## config.mk

```make
export PLATFORM = sky130hd
export DESIGN_NAME = psel_unit
export DESIGN_NICKNAME = d
export VERILOG_FILES = /design/src/rtl/psel_pkg.sv /design/src/rtl/psel_decode.sv /design/src/rtl/psel_index.sv /design/src/rtl/psel_pick.sv /design/src/rtl/psel_unit.sv
export SDC_FILE = /design/constraint.sdc
export NUM_CORES = 1
export LEC_CHECK = 0
export CAP_MARGIN = 20
export CORE_MARGIN = 2
export CORE_UTILIZATION = 25
export CTS_CLUSTER_SIZE = 10
export DETAILED_ROUTE_END_ITERATION = 8
export GPL_ROUTABILITY_DRIVEN = 0
export PLACE_DENSITY = 0.67
export RECOVER_POWER = 50
export SETUP_SLACK_MARGIN = 0.4
export SYNTH_ARGS = -nofsm -noshare
export SYNTH_HDL_FRONTEND = slang
export SYNTH_HIERARCHICAL = 1
export SYNTH_SLANG_ARGS = --single-unit
```

## constraint.sdc

```tcl
create_clock -name clk -period 4.4 [get_ports clk]
set_input_delay 0.44 -clock clk [delete_from_list [all_inputs] [get_ports clk]]
set_output_delay 0.44 -clock clk [all_outputs]
set_load 0.1 [all_outputs]
```

## src/rtl/psel_pkg.sv

```systemverilog
package psel_pkg;
    localparam logic [7:0] OPC_TOP = 8'h25;

    typedef struct packed {
        logic       match;
        logic       undef;
        logic [1:0] lg_esz;   // log2(esize/8)
        logic [3:0] imm;
        logic [3:0] pd;
    } dec_t;
endpackage

```

## src/rtl/psel_decode.sv

```systemverilog
module psel_decode
    import psel_pkg::*;
(
    input  logic [31:0] insn,
    input  logic        feat_en,
    output dec_t        dec,
    output logic [3:0]  pn_num,
    output logic [3:0]  pm_num,
    output logic [4:0]  idx_reg
);
    logic [3:0] size_fld;
    logic       i1;

    assign size_fld = {insn[22], insn[20:18]};
    assign i1       = insn[23];

    always_comb begin
        dec.match = (insn[31:24] == OPC_TOP) && insn[21] && (insn[15:14] == 2'b01)
                    && !insn[9] && !insn[4];
        dec.pd    = insn[3:0];
        dec.undef = !feat_en;
        casez (size_fld)
            4'b1000: begin dec.lg_esz = 2'd3; dec.imm = {3'b000, i1}; end
            4'b?100: begin dec.lg_esz = 2'd2; dec.imm = {2'b00, i1, size_fld[3]}; end
            4'b??10: begin dec.lg_esz = 2'd1; dec.imm = {1'b0, i1, size_fld[3:2]}; end
            4'b???1: begin dec.lg_esz = 2'd0; dec.imm = {i1, size_fld[3:1]}; end
            default: begin dec.lg_esz = 2'd0; dec.imm = 4'd0; dec.undef = 1'b1; end
        endcase
    end

    assign pn_num  = insn[13:10];
    assign pm_num  = insn[8:5];
    assign idx_reg = 5'd12 + {3'b000, insn[17:16]};
endmodule

```

## src/rtl/psel_index.sv

```systemverilog
module psel_index #(
    parameter int LG_PW = 5
) (
    input  logic [31:0]      idx_val,
    input  logic [3:0]       imm,
    input  logic [1:0]       lg_esz,
    output logic [LG_PW-1:0] bit_pos
);
    logic [32:0]      sum;
    logic [LG_PW-1:0] mask;
    logic [LG_PW-1:0] elem;

    always_comb begin
        sum     = {1'b0, idx_val} + {29'd0, imm};
        mask    = {LG_PW{1'b1}} >> lg_esz;          // element count - 1
        elem    = sum[LG_PW-1:0] & mask;
        bit_pos = elem << lg_esz;                   // lead bit of the byte group
    end
endmodule

```

## src/rtl/psel_pick.sv

```systemverilog
module psel_pick #(
    parameter int PW    = 32,
    parameter int LG_PW = 5
) (
    input  logic [PW-1:0]    pm_bits,
    input  logic [LG_PW-1:0] bit_pos,
    output logic             hit
);
    assign hit = pm_bits[bit_pos];
endmodule

```

## src/rtl/psel_unit.sv

```systemverilog
module psel_unit
    import psel_pkg::*;
#(
    parameter int VL = 256
) (
    input  logic            clk,
    input  logic            rst_n,
    input  logic            feat_en,
    input  logic            insn_valid,
    input  logic [31:0]     insn,
    input  logic [31:0]     idx_val,
    input  logic [VL/8-1:0] pn_bits,
    input  logic [VL/8-1:0] pm_bits,
    output logic [3:0]      pn_num,
    output logic [3:0]      pm_num,
    output logic [4:0]      idx_reg,
    output logic            res_valid,
    output logic            res_we,
    output logic            res_undef,
    output logic [3:0]      res_dst,
    output logic [VL/8-1:0] res_data
);
    localparam int PW    = VL / 8;
    localparam int LG_PW = $clog2(PW);

    typedef struct packed {
        logic          valid;
        logic          we;
        logic          undef;
        logic [3:0]    dst;
        logic [PW-1:0] data;
    } res_t;

    dec_t             dec;
    logic [LG_PW-1:0] bit_pos;
    logic             hit;
    res_t             st_d, st_q;

    psel_decode u_dec (
        .insn(insn), .feat_en(feat_en), .dec(dec),
        .pn_num(pn_num), .pm_num(pm_num), .idx_reg(idx_reg)
    );

    psel_index #(.LG_PW(LG_PW)) u_idx (
        .idx_val(idx_val), .imm(dec.imm), .lg_esz(dec.lg_esz), .bit_pos(bit_pos)
    );

    psel_pick #(.PW(PW), .LG_PW(LG_PW)) u_pick (
        .pm_bits(pm_bits), .bit_pos(bit_pos), .hit(hit)
    );

    always_comb begin
        st_d = '0;
        if (insn_valid && dec.match) begin
            st_d.valid = 1'b1;
            st_d.undef = dec.undef;
            if (!dec.undef) begin
                st_d.we   = 1'b1;
                st_d.dst  = dec.pd;
                st_d.data = hit ? pn_bits : '0;
            end
        end
    end

    always_ff @(posedge clk) begin
        if (!rst_n) st_q <= '0;
        else        st_q <= st_d;
    end

    assign res_valid = st_q.valid;
    assign res_we    = st_q.we;
    assign res_undef = st_q.undef;
    assign res_dst   = st_q.dst;
    assign res_data  = st_q.data;
endmodule


```

# Word level (Yosys, flattened, before mapping)
# Index checks and enable logic that the tools add are counted.
[word_totals] ff_bits=39 latchBits=0 mem_bits_rw=0 rom_bits=0 in_bits=132 output_inout_bits=52 wordCells=39 n_memories=0
[op_classes] addsub=2 multipliers=0 n_div=0 magnitude_cmp=1 eq_ne=5 shifts=2 muxes=8 n_bitwise=4 n_reduce_logical=12
[ops] cell="$mux W39" n=1
[ops] cell="$mux W36" n=1
[ops] cell="$mux W32" n=1
[ops] cell="$pmux W6 S4" n=1
[ops] cell="$eq A8 B6 Y1 const B" n=1
[ops] cell="$reduce_or A4 Y1" n=2
[ops] cell="$lt A5 B6 Y1 const B" n=1
[ops] cell="$add A4 B2 Y5 const A" n=1
[ops] cell="$add A5 B4 Y5" n=1
[ops] cell="$and A5 B5 Y5" n=1
[ops] cell="$bmux W1 S5" n=1
[ops] cell="$logic_and A1 B1 Y1" n=5
[ops] cell="$shl A5 B2 Y5" n=1
[ops] cell="$shr A5 B2 Y5 const A" n=1
[ops] cell="$eq A4 B4 Y1 const B" n=1
[ops] cell="$eq A3 B3 Y1 const B" n=1
[ops] cell="$logic_not A1 Y1" n=3
[ops] cell="$mux W1" n=3
[ops] cell="$not A1 Y1" n=3
[ops] cell="$reduce_or A3 Y1" n=1
[ops] cell="$eq A2 B1 Y1 const B" n=1
[ops] cell="$eq A2 B2 Y1 const B" n=1
[ops] cell="$reduce_and A2 Y1" n=1

# Logic depth before layout (Yosys ltp)
# Gate-level depths: netlist (run 1).
[logic_depth] depth_word=10 depth_mapped=17 mapped_depth_nobuf=16

# Hierarchy
# The synthesis (run 1) kept the hierarchy.
[modules_own_cells] module="psel_unit" n_inst=1 cells_per_inst=122 area_each_um2=1323.8 seq_area_each_um2=780.7
[modules_own_cells] module="psel_pick" n_inst=1 cells_per_inst=41 area_each_um2=325.3 seq_area_each_um2=0.0
[modules_own_cells] module="psel_decode" n_inst=1 cells_per_inst=37 area_each_um2=261.5 seq_area_each_um2=0.0
[modules_own_cells] module="psel_index" n_inst=1 cells_per_inst=21 area_each_um2=221.5 seq_area_each_um2=0.0

# Worst setup path before layout (run 1)
# Ideal clock, no wire load.
[synth_path] kind="input -> register" from="input insn[19]" to="register st_q, in the netlist res_data[0]" setup_ns=0.088 t_arrival_ns=3.176 required_ns=4.312 path_slack_ns=1.136 cell_stages=17 n_path_buf=1 path_cell_list="inv_1 > a21o_1 > o22a_1 > ha_1 > fa_1 > a21o_1 > a21oi_2 > xnor2_1 > mux4_2 > nand2b_1 > a21oi_1 > nand3_1 > nand2_1 > a311o_1 > nand2_2 > buf_6 > nor4_2"
[synth_rtl] element="start: declaration" line_no="psel_unit.sv:10" text="input logic [31:0] insn,"
[synth_rtl] element="end signal: assignment" line_no="psel_unit.sv:67" text="else st_q <= st_d;"
[synth_rtl] element="end: declaration" line_no="psel_unit.sv:37" text="res_t st_d, st_q;"

==> metrics.md, run 1 <==
| Metric | Value |
|---|---|
| Flop pwr share | 37.3% |
| Drt wl/cell | around 13 µm |
| Synth cell types | 44 |
| WL met2 | between 2000 and 3000 µm |
| Initial antenna violation count | 0 |
| Core ar. | 8260 µm² |
| Ant diodes | 0 |
| FP Rows | 33 |
| CTS root buf | clkbuf_8 |
| CP arrival | 3910 ps |
| Main synth FF type | dfxtp_1 |
| RSZ-0062 raised after global routing | yes |
| Clk sinks | 39 |
| Internal power | 0.675 mW |
| Max Fclk | 0.262 GHz |
| Yosys reg bits | 39 |
| CP bufs+invs | 3 |
| Synth Instances | 221 |
| Async SR Flop Fraction | 0% |
| Leading cell type in the layout, fill and taps excluded | clkdlybuf4s50_1 |
| Hold Vio Cnt, Final | 0 |
| Vias in the first global route | 1,835 |
| Fin crit share | 86.8% |
| Critical path's largest stage delay | between 500 and 600 ps |
| CTS Buffer Depth | 2 |
| Worst IR drop on VDD | 0.120 mV |
| DRT Pass-1 Iters | 4 |
| Slew @ Worst Pin | 2180 ps |
| Layout cells sized above 1 | 9.73% |
| Syn avg cell area | between 9 and 10 µm² |
| CP top delay family | compound AO/OA/AOI/OAI gates |
| Crit-path slowest cell | mux4_2 |
| Type of element launching the critical path | input port |
| Kind of critical path | input port to flop |
| Post-CTS Setup Inserts | 0 |
| Power density of the placed cells | 269 nW/µm² |
| Area of the mapped netlist | 2130 µm² |
| Setup-failing EPs final | 0 |
| H-Tree Depth | 2 |
| Final instance area | 3520 µm² |
| Psw | 0.271 mW |
| Fin. max-slew vios | 13 |
| WL final | 5820 µm |
| Metal3 WL | 412 µm |
| Setup_tns | 0 ps |
| Outcome | complete, but fails checks |
| Initial DRC Count | 37 |
| PortBufs | between 100 and 150 |
| CTS tree | yes |
| Synthesis warning total | 6 |
| Routed vias/inst | about 4.3 |
| Failing checks | max-capacitance violations, max-slew violations |
| CP max FO | 32 |
| Area post-placement | 3410 µm² |
| Final min period | between 3000 and 4000 ps |
| Worst setup EP type | flop |
| Commonest non-fill, non-tap cells in the layout | 100 x clkdlybuf4s50_1, 39 x dfxtp_1, 33 x inv_1 |
| Total CTS buffers | 5 |
| Relative slew slack | -46.4% |
| DRC viols | 0 |
| Nets@finish | 475 |
| Max-cap violation count | 1 |
| Hold WS | 666 ps |
| Vias | 1,920 |
| GRT Util Overall | 12.1% |
| Reg clk slew, reported paths | roughly 80 ps |
| Power share of the clock group | 31.2% |
| Pleak | 1.52 nW |
| Top routing layer used | met4 |
| Fillcell total | between 800 and 900 |
| First-pass GRT wire length | 8650 µm |
| Required time worst endpoint | 4490 ps |
| Post-synth EDFFs | 0 |
| Switch share | 28.6% |
| M1 WL | 2380 µm |
| Worst hold path type | input port to flop |
| Die W | 96.4 µm |
| DP HPWL | between 4000 and 5000 µm |
| Starting Density | 25.8% |
| Critical-path cell list | clkdlybuf4s50_1, inv_1, a21o_1, o22a_1, ha_1, fa_1, a21o_1, a21oi_2, xnor2_1, mux4_2, nand2_1, a21oi_1, nand3_1, nand2_1, a311o_1, nand2_2, buf_6, nor4_2 |
| Sequential share of the synthesized area | between 30% and 40% |
| Routed Antenna Nets | 0 |
| Comb pwr share | 31.5% |
| Synth-to-layout area growth | 65.1% |
| Power after layout | between 0.9 and 1 mW |
| Ports | 184 |
| Die Y | 96.4 µm |
| Gr ovfl total | 0 |
| Largest net degree at the start of global routing | 33 |
| Die Area | 9280 µm² |
## sequential cells by signal, summed over array words and instances (netlist names)
register / count
res_data: 32
res_we: 1
res_valid: 1
res_dst: 4
res_undef: 1
## layer usage
metal,global-route usage (%),vias to the layer above
li1,-,972
met1,13.8,850
met2,22.2,83
met3,2.58,15
met4,4.11,0
met5,0,-
## stage by stage
step | cells | setup slack [ps] | util, %
2_1_floorplan | 222 | 1140 | -
3_3_place_gp | 436 | 247 | 41.3
3_5_place_dp | 436 | 140 | 41.3
4_1_cts | 444 | 442 | 42.7
5_1_grt | 444 | 335 | 42.6
6_report | 444 | 580 | 42.6
## power by group through the flow
stage / Sequential [mW] / Clock (mW) / Combinational [mW]
3_5_place_dp: 0.361 / 0 / 0.298
2_1_floorplan: 0.361 / 0 / 0.244
4_1_cts: 0.353 / 0.307 / 0.299
3_3_place_gp: 0.361 / 0 / 0.291
6_report: 0.353 / 0.295 / 0.298
5_1_grt: 0.353 / 0.319 / 0.326
## cell usage after synthesis, types with 3 or more instances
cell      n  area (µm²)
inv_1    33         124
a21oi_1   4        20.0
nor4_2   11         138
buf_4    17         128
nor2_1    3        11.3
mux2i_1  18         180
buf_2     3        15.0
ha_1      4        50.1
dfxtp_1  39         781
and2_1    7        43.8
a21o_1    3        22.5
nor4_1   21         131
buf_6     8        90.1
nand2_1   9        33.8
a22oi_1   4        30.0
## kinds of logic (layout without fill, tap and decap cells)
logic type / after synthesis / in the layout / synth area share, %
other: 2 / 3 / 0.352
flip-flops: 39 / 39 / 36.6
AO/OA/AOI/OAI: 20 / 20 / 6.69
XOR/XNOR: 3 / 3 / 1.23
AND/OR/NAND/NOR: 69 / 69 / 23.4
multiplexers: 20 / 20 / 10.6
buffers and inverters: 63 / 180 / 17.8
adder cells (fa/ha/maj): 5 / 5 / 3.29
## cell type report
class,instances,area [µm²],share of cell area (%)
Sequential cell,39,781,22.2
Timing Repair Buffer,139,1400,39.6
Clock buffer,5,68.8,1.96
Tap cell,105,131,3.73
Inverter,33,124,3.52
Clock inverter,3,43.8,1.24
Multi-Input combinational cell,120,976,27.7
## final timing paths
path,depth (start not counted),start,endpoint,slack [ps]
worst max-delay path,18,insn[19],res_data[28],580
worst min-delay path,3,pn_bits[4],res_data[4],670
## tightest hold or removal path, stage by stage
cell and delay [ps]:
clkdlybuf4s50_1 390, inv_1 50, nor4_1 40
## what timing repair did
action,CTS,global route
hold buffers,0,0
resized for setup,0,4
endpoints found under the setup margin,0,32
(Power assumes the default switching activity.)
==> inputs of run 2 (changes only) <==
--- a/config.mk
+++ b/config.mk
@@ -5,7 +5,6 @@
 export SDC_FILE = /design/constraint.sdc
 export NUM_CORES = 1
 export LEC_CHECK = 0
-export CAP_MARGIN = 20
 export CORE_MARGIN = 2
 export CORE_UTILIZATION = 25
 export CTS_CLUSTER_SIZE = 10
@@ -13,7 +12,6 @@
 export GPL_ROUTABILITY_DRIVEN = 0
 export PLACE_DENSITY = 0.67
 export RECOVER_POWER = 50
-export SETUP_SLACK_MARGIN = 0.4
 export SYNTH_ARGS = -nofsm -noshare
 export SYNTH_HDL_FRONTEND = slang
 export SYNTH_HIERARCHICAL = 1
==> run 2 against run 1 <==
- the flow now finishes without violations
- combinational power hardly changed
- via count is 0.57% higher
- global-route usage stayed put
- final cell count stayed put
- sequential power hardly changed
- die area stayed put
- clock power hardly changed
- first-iteration DRC count is 14% lower
- sequential share of layout area stayed put
- final area stayed put
- power is 0.16% lower
- non-clock buffer count stayed put
- critical path type unchanged
- largest power group unchanged
==> metrics.md, run 2 (synthesis results as in run 1) <==
| Metric | Value |
|---|---|
| Outcome | complete, no violations |
| WL final | 5860 µm |
| Worst hold path type | input port to flop |
| Commonest non-fill, non-tap cells in the layout | 100 x clkdlybuf4s50_1, 39 x dfxtp_1, 33 x inv_1, 33 x dlygate4sd3_1, 21 x nor4_1 |
| Largest net degree at the start of global routing | 33 |
| Total CTS buffers | 5 |
| FP Rows | 33 |
| H-Tree Depth | 2 |
| Hold Vio Cnt, Final | 0 |
| Dpl cells | 436 |
| Setup_tns | 0 ps |
| Global routing usage on met3 | 2.58% |
| Hold Crit Depth | 3 |
| Power after layout | between 0.9 and 1 mW |
| Worst IR drop on VDD | 0.114 mV |
| Max FFs per register | 32 |
| CP max FO | 32 |
| Vias in the first global route | 1,835 |
| Clk sinks | 39 |
| Reg clk slew, reported paths | 80 ps |
| DRC viols | 0 |
| Ports | 184 |
| Max Fclk | ~0.25 GHz |
| Power density of the placed cells | 268 nW/µm² |
| RSZ-0062 raised after global routing | no |
| Hold buffer count at cts | 0 |
| Post-Layout Cell Count | between 400 and 500 |
| GRT busiest layer | met2 |
| Routed vias/inst | about 4.3 |
| CP arrival | 4180 ps |
| Post-CTS Setup Inserts | 0 |
| CTS Buffer Depth | 2 |
| DRT Pass-1 Iters | 4 |
| Pleak | ~1.5 nW |
| Die Area | 9280 µm² |
| Relative slew slack | 32.6% |
| Die Y | ~96 µm |
| Kind of critical path | input port to flop |
| M1 GR Usage | ~14% |
| GR Util met2 | ~22% |
| GRT Util Overall | 12.1% |
| First-pass GRT wire length | 8650 µm |
| Fin crit share | 90.6% |
| CTS tree | yes |
| PortBufs | 133 |
| Post-CTS resize count | 0 |
| Type of element launching the critical path | input port |
| Drt wl/cell | 13.2 µm |
| Setup-failing EPs final | 0 |
| Fillcell total | 817 |
| Synth-to-layout area growth | 65.1% |
| Die W | 96.4 µm |
| Nets@finish | 475 |
| DP HPWL | around 4600 µm |
| Ant diodes | 0 |
| Vias | approximately 1,900 |
| Fin. max-slew vios | 0 |
| Required time worst endpoint | 4590 ps |
| CTS root buf | clkbuf_8 |
| Worst Hold Path EP | res_data[4] |
| Gr ovfl total | 0 |
| Leading cell type in the layout, fill and taps excluded | clkdlybuf4s50_1 |
| Core ar. | 8260 µm² |
| Layout cells sized above 1 | 9.73% |
| Hold WS | 665 ps |
| Final min period | 3990 ps |
| Slew @ Worst Pin | 1010 ps |
| Final core occ | 42.6% |
| Routed Antenna Nets | 0 |
| Initial DRC Count | 32 |
| Starting Density | 25.8% |
| Max-cap violation count | 0 |
| Hold wc startpoint | pn_bits[4] |
| Initial antenna violation count | 0 |
| Worst setup EP type | flop |
-- run 2: area by class of cell --
cell class | instances | area [µm²] | area share [%]
Clock buffer | 5 | 68.8 | 1.96
Inverter | 33 | 124 | 3.52
Clock inverter | 3 | 43.8 | 1.24
Tap cell | 105 | 131 | 3.73
Sequential cell | 39 | 781 | 22.2
Multi-Input combinational cell | 120 | 982 | 27.9
Timing Repair Buffer | 139 | 1390 | 39.5
-- run 2: how the worst max path moves through the flow --
stage,from,to,slack (ps),depth (start not counted)
2_1_floorplan,insn[19],res_data[0],1140,17
3_3_place_gp,insn[18],res_data[26],250,17
3_5_place_dp,insn[18],res_data[22],140,16
4_1_cts,insn[18],res_data[22],440,16
5_1_grt,insn[18],res_data[22],140,16
6_report,insn[18],res_data[21],410,16
-- run 2: metal layers --
metal	up-vias	part of all wire [%]
met5	-	0
li1	972	-
met2	87	50
met4	0	2.0
met1	857	41
met3	15	7.1
-- run 2: power by group --
group / internal, mW / total (mW) / switching (mW)
sequential: 0.353 / 0.353 / 0.000000820
clock: 0.169 / 0.296 / 0.127
combinational: 0.152 / 0.296 / 0.144
-- run 2: critical path, stage by stage --
cell,delay [ps]
clkdlybuf4s50_1,550
a21o_1,230
o22a_1,170
ha_1,200
fa_1,400
xor2_1,260
mux2i_1,110
o21ai_0,310
and2b_1,270
a22oi_1,210
nand4b_1,150
a21oi_1,140
a311o_1,140
nand2_2,50
buf_4,250
nor4_1,270
-- run 2: stage by stage --
step | setup slack, ps | area (µm²)
floorplan | 1140 | 2140
global placement | 247 | 3410
detailed placement | 140 | 3410
CTS | 442 | 3530
global route | 143 | 3520
finish | 412 | 3520
